--- src/rtl/init_seq_pkg.sv ---
package init_seq_pkg;
  localparam int ADDR_W = 11;

  typedef enum logic [1:0] {
    SQ_IDLE  = 2'd0,
    SQ_RUN   = 2'd1,
    SQ_DRAIN = 2'd2
  } sq_state_e;
endpackage

--- src/rtl/init_seq_slots.sv ---
module init_seq_slots #(
  parameter int SLOTS  = 16,
  parameter int WORD_W = 32,
  localparam int IDX_W = $clog2(SLOTS)
) (
  input  logic              clk,
  input  logic              rst_n,
  input  logic              we,
  input  logic              half,
  input  logic [IDX_W-1:0]  widx,
  input  logic [WORD_W-1:0] wdata,
  input  logic [IDX_W-1:0]  ridx,
  output logic [WORD_W-1:0] rd_pri,
  output logic [WORD_W-1:0] rd_sec
);
  logic [WORD_W-1:0] pri_arr [SLOTS];
  logic [WORD_W-1:0] sec_arr [SLOTS];

  for (genvar i = 0; i < SLOTS; i++) begin : gen_slot
    logic [WORD_W-1:0] pri_q;
    logic [WORD_W-1:0] sec_q;
    logic              hit;

    assign hit = we && (widx == IDX_W'(i));

    always_ff @(posedge clk or negedge rst_n) begin
      if (!rst_n) begin
        pri_q <= '0;
        sec_q <= '0;
      end else if (hit) begin
        if (half) sec_q <= wdata;
        else      pri_q <= wdata;
      end
    end

    assign pri_arr[i] = pri_q;
    assign sec_arr[i] = sec_q;
  end

  assign rd_pri = pri_arr[ridx];
  assign rd_sec = sec_arr[ridx];
endmodule

--- src/rtl/init_seq_timer.sv ---
module init_seq_timer #(
  parameter int CNT_W = 22
) (
  input  logic             clk,
  input  logic             rst_n,
  input  logic             load,
  input  logic [CNT_W-1:0] load_val,
  output logic             expired
);
  logic [CNT_W-1:0] cnt_q;

  always_ff @(posedge clk or negedge rst_n) begin
    if (!rst_n)             cnt_q <= '0;
    else if (load)          cnt_q <= load_val;
    else if (cnt_q != '0)   cnt_q <= cnt_q - CNT_W'(1);
  end

  assign expired = (cnt_q == '0);

  AST_TIMER_STEPS_DOWN: assert property (@(posedge clk) disable iff (!rst_n)
    (!load && !expired) |=> (cnt_q == $past(cnt_q) - CNT_W'(1)));
endmodule

--- src/rtl/init_seq_ctrl.sv ---
module init_seq_ctrl
  import init_seq_pkg::*;
#(
  parameter int SLOTS  = 16,
  parameter int WORD_W = 32,
  localparam int IDX_W = $clog2(SLOTS),
  localparam int DLY_W = WORD_W - ADDR_W,
  localparam int CNT_W = DLY_W + 1
) (
  input  logic              clk,
  input  logic              rst_n,
  input  logic              go_we,
  input  logic [IDX_W-1:0]  go_count,
  input  logic              done_we,
  input  logic [WORD_W-1:0] rd_pri,
  input  logic [WORD_W-1:0] rd_sec,
  input  logic              tmr_expired,
  output logic              tmr_load,
  output logic [CNT_W-1:0]  tmr_val,
  output logic [IDX_W-1:0]  rd_idx,
  output logic              busy,
  output logic              init_done,
  output logic              cmd_strobe,
  output logic [WORD_W-1:0] cmd_word,
  output logic [ADDR_W-1:0] cmd_addr
);
  sq_state_e        state_q;
  logic [IDX_W-1:0] ptr_q;
  logic [IDX_W-1:0] last_q;
  logic             go_ok;
  logic             issue;
  logic [DLY_W-1:0] slot_dly;

  assign busy     = (state_q != SQ_IDLE);
  assign go_ok    = go_we && !busy && !init_done;
  assign issue    = (state_q == SQ_RUN) && tmr_expired;
  assign rd_idx   = ptr_q;
  assign slot_dly = rd_sec[WORD_W-1:ADDR_W];

  // Timer: cleared on start, reloaded with the unbiased gap on each issue.
  always_comb begin
    tmr_load = 1'b0;
    tmr_val  = '0;
    if (go_ok) begin
      tmr_load = 1'b1;
    end else if (issue) begin
      tmr_load = 1'b1;
      tmr_val  = {1'b0, slot_dly} + CNT_W'(2);
    end
  end

  always_ff @(posedge clk or negedge rst_n) begin
    if (!rst_n) begin
      state_q <= SQ_IDLE;
      ptr_q   <= '0;
      last_q  <= '0;
    end else begin
      unique case (state_q)
        SQ_IDLE: begin
          if (go_ok) begin
            state_q <= SQ_RUN;
            ptr_q   <= '0;
            last_q  <= go_count;
          end
        end
        SQ_RUN: begin
          if (tmr_expired) begin
            if (ptr_q == last_q) state_q <= SQ_DRAIN;
            else                 ptr_q   <= ptr_q + IDX_W'(1);
          end
        end
        SQ_DRAIN: begin
          if (tmr_expired) state_q <= SQ_IDLE;
        end
        default: state_q <= SQ_IDLE;
      endcase
    end
  end

  always_ff @(posedge clk or negedge rst_n) begin
    if (!rst_n) begin
      cmd_strobe <= 1'b0;
      cmd_word   <= '0;
      cmd_addr   <= '0;
    end else if (issue) begin
      cmd_strobe <= 1'b1;
      cmd_word   <= rd_pri;
      cmd_addr   <= rd_sec[ADDR_W-1:0];
    end else begin
      cmd_strobe <= 1'b0;
      cmd_word   <= '0;
      cmd_addr   <= '0;
    end
  end

  always_ff @(posedge clk or negedge rst_n) begin
    if (!rst_n)                  init_done <= 1'b0;
    else if (done_we && !busy)   init_done <= 1'b1;
  end

  AST_STROBE_WHILE_BUSY: assert property (@(posedge clk) disable iff (!rst_n)
    cmd_strobe |-> busy);
  AST_TWO_NOP_MIN: assert property (@(posedge clk) disable iff (!rst_n)
    cmd_strobe |=> !cmd_strobe ##1 !cmd_strobe);
  AST_NOP_QUIET: assert property (@(posedge clk) disable iff (!rst_n)
    !cmd_strobe |-> (cmd_word == '0 && cmd_addr == '0));
  AST_BUSY_FALL_AFTER_GAP: assert property (@(posedge clk) disable iff (!rst_n)
    $fell(busy) |-> (!cmd_strobe && !$past(cmd_strobe)));
  AST_DONE_STICKY: assert property (@(posedge clk) disable iff (!rst_n)
    init_done |=> init_done);
  AST_DONE_NOT_WHILE_BUSY: assert property (@(posedge clk) disable iff (!rst_n)
    $rose(init_done) |-> !$past(busy));
  AST_NO_START_AFTER_DONE: assert property (@(posedge clk) disable iff (!rst_n)
    (init_done && !busy) |=> !busy);
endmodule

--- src/rtl/init_seq_top.sv ---
module init_seq_top
  import init_seq_pkg::*;
#(
  parameter int SLOTS  = 16,
  parameter int WORD_W = 32,
  localparam int IDX_W = $clog2(SLOTS),
  localparam int DLY_W = WORD_W - ADDR_W,
  localparam int CNT_W = DLY_W + 1
) (
  input  logic              clk,
  input  logic              rst_n,
  input  logic              slot_we,
  input  logic              slot_half,
  input  logic [IDX_W-1:0]  slot_idx,
  input  logic [WORD_W-1:0] slot_wdata,
  input  logic              go_we,
  input  logic [IDX_W-1:0]  go_count,
  input  logic              done_we,
  output logic              busy,
  output logic              init_done,
  output logic              cmd_strobe,
  output logic [WORD_W-1:0] cmd_word,
  output logic [ADDR_W-1:0] cmd_addr
);
  logic [WORD_W-1:0] rd_pri;
  logic [WORD_W-1:0] rd_sec;
  logic [IDX_W-1:0]  rd_idx;
  logic              tmr_load;
  logic [CNT_W-1:0]  tmr_val;
  logic              tmr_expired;
  logic              store_we;

  assign store_we = slot_we && !busy;

  init_seq_slots #(.SLOTS(SLOTS), .WORD_W(WORD_W)) u_slots (
    .clk    (clk),
    .rst_n  (rst_n),
    .we     (store_we),
    .half   (slot_half),
    .widx   (slot_idx),
    .wdata  (slot_wdata),
    .ridx   (rd_idx),
    .rd_pri (rd_pri),
    .rd_sec (rd_sec)
  );

  init_seq_timer #(.CNT_W(CNT_W)) u_timer (
    .clk      (clk),
    .rst_n    (rst_n),
    .load     (tmr_load),
    .load_val (tmr_val),
    .expired  (tmr_expired)
  );

  init_seq_ctrl #(.SLOTS(SLOTS), .WORD_W(WORD_W)) u_ctrl (
    .clk         (clk),
    .rst_n       (rst_n),
    .go_we       (go_we),
    .go_count    (go_count),
    .done_we     (done_we),
    .rd_pri      (rd_pri),
    .rd_sec      (rd_sec),
    .tmr_expired (tmr_expired),
    .tmr_load    (tmr_load),
    .tmr_val     (tmr_val),
    .rd_idx      (rd_idx),
    .busy        (busy),
    .init_done   (init_done),
    .cmd_strobe  (cmd_strobe),
    .cmd_word    (cmd_word),
    .cmd_addr    (cmd_addr)
  );

  AST_STRIKE_SEEN_ONLY_AFTER_START: assert property (@(posedge clk) disable iff (!rst_n)
    (!busy) |=> !cmd_strobe);
endmodule

--- config.mk ---
export PLATFORM = sky130hd
export DESIGN_NAME = init_seq_top
export DESIGN_NICKNAME = d
export VERILOG_FILES = /design/src/rtl/init_seq_pkg.sv /design/src/rtl/init_seq_slots.sv /design/src/rtl/init_seq_timer.sv /design/src/rtl/init_seq_ctrl.sv /design/src/rtl/init_seq_top.sv
export SDC_FILE = /design/constraint.sdc
export NUM_CORES = 1
export LEC_CHECK = 0
export ABC_CLOCK_PERIOD_IN_PS = 3260
export BUFFER_PORTS_ARGS = -buffer_cell sky130_fd_sc_hd__buf_2
export CAP_MARGIN = 5
export CORE_ASPECT_RATIO = 0.9
export CORE_MARGIN = 8
export CORE_UTILIZATION = 50
export DETAILED_ROUTE_END_ITERATION = 6
export GPL_TIMING_DRIVEN = 0
export PLACE_DENSITY_LB_ADDON = 0.3
export SLEW_MARGIN = 0
export SYNTH_ARGS = -nofsm -noshare
export SYNTH_HDL_FRONTEND = slang
export SYNTH_SLANG_ARGS = --single-unit
--- constraint.sdc ---
create_clock -name clk -period 3.26 [get_ports clk]
set_clock_uncertainty 0.1 [all_clocks]
set_input_delay 0.163 -clock clk [delete_from_list [all_inputs] [get_ports clk]]
set_output_delay 0.163 -clock clk [all_outputs]
set_load 0.01 [all_outputs]
==> After elaboration in Yosys (flattened, before gate mapping) <==
Index checks and enable logic that the tools add are counted.
{ "totals": {"out_inout_bits": 46, "regBits": 1101} }
{ "classes": {"addsub": 3, "order_cmp": 1, "bitwise_logic": 2, "n_reduce_logical": 65, "n_mux": 23, "n_eq_ne": 23} }
{ "op_table": {"columns": ["cell", "n"], "rows": [
  ["binary-select mux 32 bit (select 4 bit)", 2],
  ["two-way mux 32 bit", 5],
  ["two-way mux 22 bit", 4],
  ["AND reduction 2 bit", 33],
  ["equality test 4 bit, second input constant", 8],
  ["adder 21 x 2 -> 22 bit, second input constant", 1],
  ["zero test 22 bit", 1],
  ["nonzero test 22 bit", 1],
  ["subtractor 22 x 1 -> 22 bit, second input constant", 1],
  ["logical AND 1 bit", 21],
  ["equality test 4 x 3 -> 1 bit, second input constant", 4],
  ["two-way mux 4 bit", 3],
  ["two-way mux 11 bit", 1],
  ["equality test 4 x 2 -> 1 bit, second input constant", 2],
  ["two-way mux 2 bit", 4],
  ["case mux 4 bit (2 select lines)", 1],
  ["AND reduction 4 bit", 2],
  ["!= test 2 x 1 -> 1 bit, second input constant", 3],
  ["case mux 2 bit (3 select lines)", 1],
  ["nonzero test 2 bit", 3],
  [">= comparator 5 bit, second input constant", 1],
  ["inverter 4 -> 5 bit", 1],
  ["adder 4 x 1 -> 4 bit, second input constant", 1],
  ["equality test 4 x 1 -> 1 bit, second input constant", 1],
  ["other kinds (9)", 12]
]} }

==> Longest topological paths before layout <==
Gate-level depths: netlist of run 1.
{ "logic_depth": {"word_depth": 8, "mapped_depth": 14, "depth_no_buf": 10} }

==> Modules after synthesis <==
A second synthesis of run 1 with hierarchy kept.
{ "hier_totals": {"cells_unflattened": 3214, "hier_area_um2": 49486.2} }
{ "modules_own_cells": {"columns": ["mod", "cells_each", "n_inst", "area_per_inst_um2"], "rows": [
  ["init_seq_slots", 2828, 1, 45638.8],
  ["init_seq_ctrl", 241, 1, 2482.4],
  ["init_seq_timer", 144, 1, 1351.3],
  ["init_seq_top", 1, 1, 13.8]
]} }

==> Worst setup path before layout of run 1 <==
Ideal clock, no wire load.
{ "synth_timing": {"path_kind": "flip-flop to flip-flop", "startpoint": "register u_ctrl.ptr_q[0] (netlist: u_ctrl.rd_idx[0])", "endpoint": "register u_timer.cnt_q[21]", "path_buffers": 2, "setup_ps": 65, "setup_slack_ps": 326, "path_stages_with_launch": 13, "arrival_ps": 2770, "path_cell_list": "dfrtp_1 buf_4 buf_6 mux4_2 a22o_1 nor2_1 inv_1 ha_1 nor3b_1 nand4_1 or3_1 nor4b_1 o21a_1"} }
{ "synth_via": {"elab_chain_len": 8} }
{ "synth_lines": {"columns": ["element", "line_no", "text"], "rows": [
  ["start: declaration", "init_seq_ctrl.sv:28", "logic [IDX_W-1:0] ptr_q;"],
  ["start signal: assignment", "init_seq_ctrl.sv:69", "else ptr_q <= ptr_q + IDX_W'(1);"],
  ["inverter 4 -> 5 bit (not written as such)", "init_seq_slots.sv:41", "assign rd_sec = sec_arr[ridx];"],
  ["binary-select mux 32 bit (select 4 bit)", "init_seq_slots.sv:41", null],
  ["two-way mux 32 bit (not written as such) (2 in series)", "init_seq_slots.sv:41", null],
  ["adder 21 x 2 -> 22 bit", "init_seq_ctrl.sv:48", "tmr_val = {1'b0, slot_dly} + CNT_W'(2);"],
  ["two-way mux 22 bit", "init_seq_ctrl.sv:46", "end else if (issue) begin"],
  ["two-way mux 22 bit", "init_seq_ctrl.sv:44", "if (go_ok) begin"],
  ["two-way mux 22 bit", "init_seq_timer.sv:14", "else if (load) cnt_q <= load_val;"],
  ["end signal: assignment", "init_seq_timer.sv:14", null],
  ["end signal: assignment", "init_seq_timer.sv:15", "else if (cnt_q != '0) cnt_q <= cnt_q - CNT_W'(1);"],
  ["end: declaration", "init_seq_timer.sv:10", "logic [CNT_W-1:0] cnt_q;"]
]} }
No other way between the ends. The select of a mux whose other input is x is not followed.
A chain may end at the register's enable or synchronous reset.

==> Worst setup path in the final report of run 1 <==
{ "layout_timing": {"startpoint": "register u_ctrl.state_q[0]", "endpoint": "register u_slots.gen_slot[3].sec_q[18]"} }
{ "layout_via": {"elab_chain_len": 5} }
{ "layout_lines": {"columns": ["element", "line_no", "text"], "rows": [
  ["start: declaration", "init_seq_ctrl.sv:27", "sq_state_e state_q;"],
  ["start signal: assignment", "init_seq_ctrl.sv:54", "state_q <= SQ_IDLE;"],
  ["start signal: assignment", "init_seq_ctrl.sv:61", "state_q <= SQ_RUN;"],
  ["start signal: assignment", "init_seq_ctrl.sv:68", "if (ptr_q == last_q) state_q <= SQ_DRAIN;"],
  ["nonzero test 2 bit", "init_seq_ctrl.sv:34", "assign busy = (state_q != SQ_IDLE);"],
  ["zero test 1 bit", "init_seq_top.sv:33", "assign store_we = slot_we && !busy;"],
  ["logical AND 1 bit", "init_seq_top.sv:33", null],
  ["logical AND 1 bit", "init_seq_slots.sv:24", "assign hit = we && (widx == IDX_W'(i));"],
  ["AND reduction 2 bit (no line)", null, null],
  ["end signal: assignment", "init_seq_slots.sv:31", "if (half) sec_q <= wdata;"],
  ["end: declaration", "init_seq_slots.sv:21", "logic [WORD_W-1:0] sec_q;"]
]} }
No other way between the ends.

==> summary.md, run 1 <==
| Metric | Value |
|---|---|
| Hold Path Class | in2async |
| Routed WL | 140200 um |
| Routed Antenna Nets | 0 |
| First drt pass iteration count | 5 |
| Vias per std cell | 6.255 |
| Worst-path clk slew | 0.06 ns |
| CTS tree | built |
| PD cells | 573.2 nW/um^2 |
| Static Leak | 26.12 nW |
| Dominant synthesized flop cell | dfrtp_1 |
| Final setup margin | -0.08194 ns |
| Htree depth | 3 |
| Starting Density | 0.5047 |
| Die width | 347.9 um |
| Iteration-0 DRC Markers | 2699 |
| Synthesized area | 49560 sq um |
| Fin. Hold Viols | 0 |
| WL per Instance | 28.11 um |
| Peak VDD IR | 0.4468 mV |
| FF+latch area | 27550 sq um |
| First-pass GRT wire length | 209900 um |
| Minimum clock period | 3.342 ns |
| #FFs+latches synth | 1101 |
| Filler cells | 7692 |
| Nets@finish | 3659 |
| Vias | 31194 |
| Largest net degree at the start of global routing | 161 |
| Multi-input logic area | 21080 sq um |
| CTS root buf | clkbuf_16 |
| Max clock buf depth | 3 |
| Proportion of layout cells with a drive suffix above 1 | 0.4573 |
| Critical Path Fanout Max | 10 |
| Clock net sink count | 1101 |
| Final setup viols | 29 |
| Total GRT Usage | 0.2538 |
| Area grow syn2layout | 15.08% |
| Final slew viol count | 0 |
| Failing checks | setup timing |
| Rows | 109 |
| Seq/Total Area, Yosys | 0.5559 |
| Setup_tns | -1.176 ns |
| Unrepaired setup endpoints after global routing | true |
| Placer congestion estimate | 0.8680 |
| Required time of the critical path | 3.74 ns |
| Die area | 109500 sq um |
| GR Overflow Total | 0 |
| Mapped Cells | 3347 |
| Max_cap viols | 0 |
| I/O pin count | 92 |
| Vias in the first global route | 32312 |
| Flop2flop setup slack | -0.08 ns |
| Yosys cell types | 51 |
| PortBufs | 90 |
| Antenna violations before repair | 7 |
| Critical path arrival | 3.83 ns |
| Post-synth EDFFs | 0 |
| Clock latency on the worst-skew pair | 0.71 ns |
| Worst slew margin | 0.2967 |
| WS Path Type | reg2reg |
| Die H | 314.7 um |
| Worst-margin pin slew | 1.055 ns |
| Outcome | finished, violations left |
| TritonCTS Buffers | 111 |
| Synthesized Nets | 3397 |
| Startpoint Class | flop |
| Total Power | 32.69 mW |
| Fmax achieved | 0.2992 GHz |
| Core area | 98190 sq um |
| Post-synth ARST share | 1.000 |
| DP HPWL | 94850 um |
| YS warnings | 0 |
| # DRC | 0 |
| Mapped Avg Cell Area | 14.81 sq um |
| Final worst path period share | 1.025 |
| Type of destination of the critical path | flop |
path summary, 6_finish.rpt:
check                      cells past startpoint                                          to                           from
max                                            7   u_slots.gen_slot[3].sec_q[18]$_DFFE_PN0P_  u_ctrl.state_q[0]$_DFFE_PN0P_
min                                            3  u_slots.gen_slot[12].sec_q[27]$_DFFE_PN0P_                          rst_n
max reg2reg                                    7   u_slots.gen_slot[3].sec_q[18]$_DFFE_PN0P_  u_ctrl.state_q[0]$_DFFE_PN0P_
min reg2reg                                    1                u_ctrl.init_done$_DFFE_PN0P_   u_ctrl.init_done$_DFFE_PN0P_
max in group asynchronous                      6   u_slots.gen_slot[11].pri_q[8]$_DFFE_PN0P_                          rst_n
min in group clk                               4                u_ctrl.rd_idx[1]$_DFFE_PN0P_                          go_we
registers in the layout (all words and copies together), names as in the netlist:
name and cells:
u_slots.gen_slot.pri_q 512, u_ctrl.cmd_word 32, u_ctrl.last_q 4, u_ctrl.cmd_addr 11
u_ctrl.init_done 1, u_slots.gen_slot.sec_q 512, u_ctrl.state_q 2, u_ctrl.rd_idx 4
u_timer.cnt_q 22, u_ctrl.cmd_strobe 1
placed cells by master, fill, tap and decap left out, types with 29 or more instances in the layout:
cell type      count
a21oi_1           34
buf_1             42
buf_2             94
clkbuf_1         140
clkbuf_16        112
clkbuf_2          77
clkinv_2          29
dfrtp_1         1100
dlygate4sd3_1     42
mux2_2          1029
mux2i_1          228
mux4_2           137
nand2_1           83
o221ai_1         116
synthesized netlist by cell type (8+ instances only):
cell / n / area share
o221ai_1: 131 / 0.023
nand4_1: 8 / 0.0010
xnor2_1: 22 / 0.0039
a22oi_1: 17 / 0.0026
o21ai_0: 15 / 0.0015
buf_2: 37 / 0.0037
nor3_1: 10 / 0.0010
nand3_1: 8 / 0.00081
nor4_1: 12 / 0.0015
mux2_2: 1029 / 0.23
o22ai_1: 18 / 0.0023
clkbuf_1: 211 / 0.016
mux4_2: 137 / 0.062
buf_1: 48 / 0.0036
nor2_1: 36 / 0.0027
a221oi_1: 26 / 0.0046
nor3b_1: 8 / 0.0012
xor2_1: 21 / 0.0037
nand2_1: 93 / 0.0070
a21oi_1: 45 / 0.0045
dfrtp_1: 1101 / 0.56
mux2i_1: 228 / 0.046
a22o_1: 12 / 0.0021
report_power, final:
group	switching, mW	leakage, nW	internal, mW
Combinational	2.08	9.31	1.87
Sequential	0.777	15.0	15.1
Clock	5.54	1.84	7.37
metrics by stage:
stage               cell area (sq um)  hold WS, ns  worst slack (ns)  instances    util
global route                    57010      0.03540          -0.09697       4979  0.5806
global placement                51610       0.2684            -22.22       4713  0.5255
CTS                             56560    0.0004981           -0.1997       4972  0.5760
floorplan                       49560      -0.2326            0.3256       3347       -
detailed placement              51850      -0.1072            -1.941       4722  0.5281
finish                          57030      0.02249          -0.08194       4987  0.5808
critical path, cell delays in order (launching register included):
cell      delay (ns)
dfrtp_1         0.40
nor2_2          0.41
nand2_1         0.18
or3_1           0.32
clkbuf_1        0.31
nor2_2          0.54
clkbuf_2        0.55
mux2_2          0.40
cell type report:
type,instances,area share
clock buffer,157,0.05647
timing repair buffer,152,0.02128
sequential,1101,0.4831
multi-input combinational,1928,0.3696
tap,1276,0.02799
antenna,9,0.0003949
inverter,8,0.0005485
buffer,307,0.03232
clock inverter,49,0.008293
timing repair:
item / in CTS / in global routing
gates resized for setup: 215 / 141
cloned: 0 / 1
buffers inserted: 4 / 6
hold buffers: 42 / 0
hold endpoints to repair: 416 / 0
pin swaps: 4 / 10
endpoints found under the setup margin: 789 / 326
routing by layer:
metal	track usage	vias to the layer above	share of wire
met5	0	-	0.00021
met4	0.07726	4	0.027
met3	0.05505	242	0.075
met2	0.3797	1140	0.45
met1	0.3720	16768	0.45
li1	-	13040	-
cell families (layout without fill, tap and decap cells):
group,after synthesis,count (layout),share of synthesized area
AO/OA/AOI/OAI,271,271,0.04193
XOR/XNOR,43,43,0.007599
flip-flops,1101,1101,0.5559
adder cells (fa/ha/maj),4,4,0.001010
other,0,9,0
multiplexers,1400,1400,0.3453
AND/OR/NAND/NOR,210,210,0.02111
buffers and inverters,318,673,0.02711
Power figures use the tool's default switching activity.
==> inputs of run 2 (changes only) <==
SYNTH_HIERARCHICAL = 1   (was unset)
==> run 2 against run 1 <==
Net effect: the run still ends with setup timing left; cell count shrank 2.0%; via count shrank 2.5%; critical path depth is 1 higher; setup slack got worse by 0.16 ns; power is 6.7% lower; sequential power fell by 11%; clock power grew 7%; cell area grew 0.29%; non-clock buffer count grew 22; area after synthesis fell by 0.15%; combinational power decreased by 33%; count of clock-buffer cells in the layout is 4 higher; largest cell class unchanged; highest routed layer is now met4.
==> summary.md, run 2 <==
| Metric | Value |
|---|---|
| Outcome | finished, violations left (unchanged) |
| Failing checks | setup timing (unchanged) |
| Seq/Total Area, Yosys | 0.5567 (was 0.5559) |
| Post-DP Area | 51750 sq um (was 51850 sq um) |
| Startpoint Class | flop (unchanged) |
| Dominant synthesized flop cell | dfrtp_1 (unchanged) |
| PD cells | 533.2 nW/um^2 (was 573.2 nW/um^2) |
| Mapped Cells | 3214 (was 3347) |
| PortBufs | 91 (was 90) |
| Synth Area in Compound Gates | 0.02748 (was 0.04193) |
| Htree depth | 3 (unchanged) |
| Worst slew margin | 0.06376 (was 0.2967) |
| Ranking of synthesized cells by area | dfrtp_1 56%, mux2_2 23%, mux4_2 12% (was dfrtp_1 56%, mux2_2 23%, mux4_2 6.2%) |
| CP startpoint | u_ctrl/state_q[0]$_DFFE_PN0P_ (was u_ctrl.state_q[0]$_DFFE_PN0P_) |
| Area grow syn2layout | 15.58% (was 15.08%) |
| Place WS | -1.562 ns (was -1.941 ns) |
| # DRC | 0 (unchanged) |
| Total Power | 30.50 mW (was 32.69 mW) |
| YS warnings | 6 (was 0) |
| Vias | 30416 (was 31194) |
| CP Cell Sequence | buf_2 -> nor2_1 -> inv_1 -> nor2b_4 -> nand4b_1 -> nor2_1 -> buf_2 -> mux2_2 (was nor2_2 -> nand2_1 -> or3_1 -> clkbuf_1 -> nor2_2 -> clkbuf_2 -> mux2_2) |
| Synth Area in Simple Gates | 0.03368 (was 0.02111) |
| Maximum single-stage delay on the critical path | 0.97 ns (was 0.55 ns) |
| Rows | 109 (unchanged) |
| Routed Antenna Nets | 0 (unchanged) |
| Fmax achieved | 0.2855 GHz (was 0.2992 GHz) |
| Die area | 109300 sq um (was 109500 sq um) |
| Post-synthesis cell type with the largest combined area | dfrtp_1 (unchanged) |
| Filler cells | 7606 (was 7692) |
| Peak VDD IR | 0.4218 mV (was 0.4468 mV) |
| Post-synth EDFFs | 0 (unchanged) |
| Final slew viol count | 0 (unchanged) |
| Die width | 347.6 um (was 347.9 um) |
| Buf+Inv Stages, Crit Path | 3 (was 2) |
| Vias per std cell | 6.224 (was 6.255) |
| Synthesized Nets | 3263 (was 3397) |
| Die H | 314.5 um (was 314.7 um) |
| Post-route cell area | 57200 sq um (was 57030 sq um) |
| Nets@finish | 3561 (was 3659) |
| Critical path's slowest cell | nor2_1 (was clkbuf_2) |
| Placed cells | 4588 (was 4722) |
| GR Overflow Total | 0 (unchanged) |
| Required time of the critical path | 3.72 ns (was 3.74 ns) |
| Unrepaired setup endpoints after global routing | true (unchanged) |
| First-pass GRT wire length | 206700 um (was 209900 um) |
| Largest net degree at the start of global routing | 167 (was 161) |
| Core area | 98190 sq um (unchanged) |
| Yosys cell types | 68 (was 51) |
| CTS root buf | clkbuf_16 (unchanged) |
| Post-Synth XOR/XNOR Area | 0.004779 (was 0.007599) |
| Post-synthesis adder-cell area fraction | 0.0007585 (was 0.001010) |
| Flop2flop setup slack | -0.24 ns (was -0.08 ns) |
| Proportion of layout cells with a drive suffix above 1 | 0.5104 (was 0.4573) |
| Minimum clock period | 3.503 ns (was 3.342 ns) |
| Commonest non-fill, non-tap cell in the layout | dfrtp_1 (unchanged) |
| Reg2Reg Launch Point | u_ctrl/state_q[0]$_DFFE_PN0P_ (was u_ctrl.state_q[0]$_DFFE_PN0P_) |
| Reg2Reg Capture Point | u_slots/gen_slot[15].pri_q[26]$_DFFE_PN0P_ (was u_slots.gen_slot[3].sec_q[18]$_DFFE_PN0P_) |
| R2R depth | 8 (was 7) |
| Iteration-0 DRC Markers | 2715 (was 2699) |
| First drt pass iteration count | 5 (unchanged) |
| Hold Path Class | in2async (unchanged) |
| TritonCTS Buffers | 112 (was 111) |
| WL per Instance | 28.37 um (was 28.11 um) |
| Setup_tns | -6.696 ns (was -1.176 ns) |
| Clock net sink count | 1101 (unchanged) |
| Top-count cell post-synth | dfrtp_1 (unchanged) |
| Post-synth ARST share | 1.000 (unchanged) |
| Most frequent cells in the layout | 1097 x dfrtp_1, 1007 x mux2_2, 256 x mux4_2 (was 1100 x dfrtp_1, 1029 x mux2_2, 228 x mux2i_1) |
| I/O pin count | 92 (unchanged) |
| #FFs+latches synth | 1101 (unchanged) |
| Worst-margin pin slew | 1.404 ns (was 1.055 ns) |
| CTS tree | built (unchanged) |
| Vias in the first global route | 31279 (was 32312) |
| Static Leak | 28.16 nW (was 26.12 nW) |
| Mux contribution to synthesized area | 0.3497 (was 0.3453) |
| Placer congestion estimate | 0.8454 (was 0.8680) |
| Top Registers | u_slots/gen_slot.pri_q x512, u_slots/gen_slot.sec_q x512, u_ctrl/cmd_word x32 (was u_slots.gen_slot.pri_q x512, u_slots.gen_slot.sec_q x512, u_ctrl.cmd_word x32) |
| Final setup viols | 59 (was 29) |
| Worst path top cell family by delay | simple AND/OR/NAND/NOR gates (unchanged) |
| Critical Path Fanout Max | 10 (unchanged) |
| Fin. Hold Viols | 0 (unchanged) |
| Top cell type's share of synthesized area | 0.5567 (was 0.5559) |
| Clock latency on the worst-skew pair | 0.69 ns (was 0.71 ns) |
| WS Path Type | reg2reg (unchanged) |
| Routed WL | 138700 um (was 140200 um) |
| Antenna violations before repair | 10 (was 7) |
| Final setup margin | -0.2429 ns (was -0.08194 ns) |
| Most instantiated cells after synthesis | 1101 x dfrtp_1, 1007 x mux2_2, 256 x mux4_2 (was 1101 x dfrtp_1, 1029 x mux2_2, 228 x mux2i_1) |
| Critical path arrival | 3.97 ns (was 3.83 ns) |
| Worst-path clk slew | 0.06 ns (about the same) |
| Layout Cells excl Fill | 4887 (was 4987) |
| Type of destination of the critical path | flop (unchanged) |
| WP depth | 8 (was 7) |
| Max_cap viols | 0 (unchanged) |
| DP HPWL | 91700 um (was 94850 um) |
| Largest family of logic cells by synthesized area | multiplexers (unchanged) |
| Final worst path period share | 1.075 (was 1.025) |
| CP endpoint | u_slots/gen_slot[15].pri_q[26]$_DFFE_PN0P_ (was u_slots.gen_slot[3].sec_q[18]$_DFFE_PN0P_) |
| Total GRT Usage | 0.2517 (was 0.2538) |
| Mapped Avg Cell Area | 15.40 sq um (was 14.81 sq um) |
| Synthesized area | 49490 sq um (was 49560 sq um) |
| Max clock buf depth | 3 (unchanged) |
| Starting Density | 0.5040 (was 0.5047) |
==> run 2: worst min path at each step <==
stage | end | slack [ns] | cells after the start
floorplan | u_ctrl/cmd_addr[0]$_DFF_PN0_ | -0.23 | 0
global placement | u_ctrl/last_q[1]$_DFFE_PN0P_ | 0.26 | 3
detailed placement | u_slots/gen_slot[14].pri_q[25]$_DFFE_PN0P_ | 0.02 | 1
CTS | u_ctrl/cmd_word[29]$_DFF_PN0_ | 0.03 | 3
global route | u_ctrl/cmd_word[29]$_DFF_PN0_ | 0.07 | 3
finish | u_slots/gen_slot[12].sec_q[27]$_DFFE_PN0P_ | 0.04 | 3
==> run 2: repair_timing <==
action | in CTS | in global routing
hold buffers | 45 | 0
hold endpoints to repair | 591 | 0
setup buffers | 18 | 23
pin swaps | 15 | 30
cloned | 0 | 3
resized for setup | 151 | 54
endpoints found under the setup margin | 90 | 134
==> run 2: final cells by class <==
class                   count  area (sq um)  area share
well taps                1276          1597     0.02791
plain buffers             294          1623     0.02837
repair buffers            187          1538     0.02688
flip-flops and latches   1101         27560      0.4818
clock inverters            48         659.4     0.01153
clock buffers             161          3341     0.05841
multi-input cells        1805         20830      0.3642
inverters                  11         45.04   0.0007875
diodes                      4         10.01   0.0001750
==> run 2: logic make-up after synthesis <==
family | Yosys count
DFF | 1101
muxes | 1281
xor gates and xnor gates | 27
buffers and inverters | 308
adders and majority gates | 3
and+or+nand+nor | 307
AOI/OAI and AO/OA | 187
==> run 2: stage by stage <==
stage / utilization / hold slack, ns
4_1_cts: 0.5783 / 0.02705
5_1_grt: 0.5824 / 0.07209
2_1_floorplan: - / -0.2326
3_5_place_dp: 0.5270 / 0.02059
3_3_place_gp: 0.5249 / 0.2567
6_report: 0.5825 / 0.03670
==> run 2: layer usage <==
metal | GRT usage | vias up | part of all wire
met2 | 0.3880 | 1130 | 0.46
met3 | 0.05151 | 284 | 0.070
met5 | 0 | - | 0
met1 | 0.3574 | 16462 | 0.43
met4 | 0.08703 | 0 | 0.038
li1 | - | 12540 | -
==> run 2: tightest hold or removal path: stages <==
cell and delay (ns):
dlygate4sd3_1 0.58, buf_12 0.16, buf_16 0.30
==> run 2: power breakdown <==
part / total (mW) / leakage (nW) / internal, mW / switching [mW]
registers: 14.1 / 15.3 / 13.9 / 0.235
clock network: 13.8 / 1.99 / 8.30 / 5.48
logic: 2.63 / 10.9 / 0.833 / 1.79
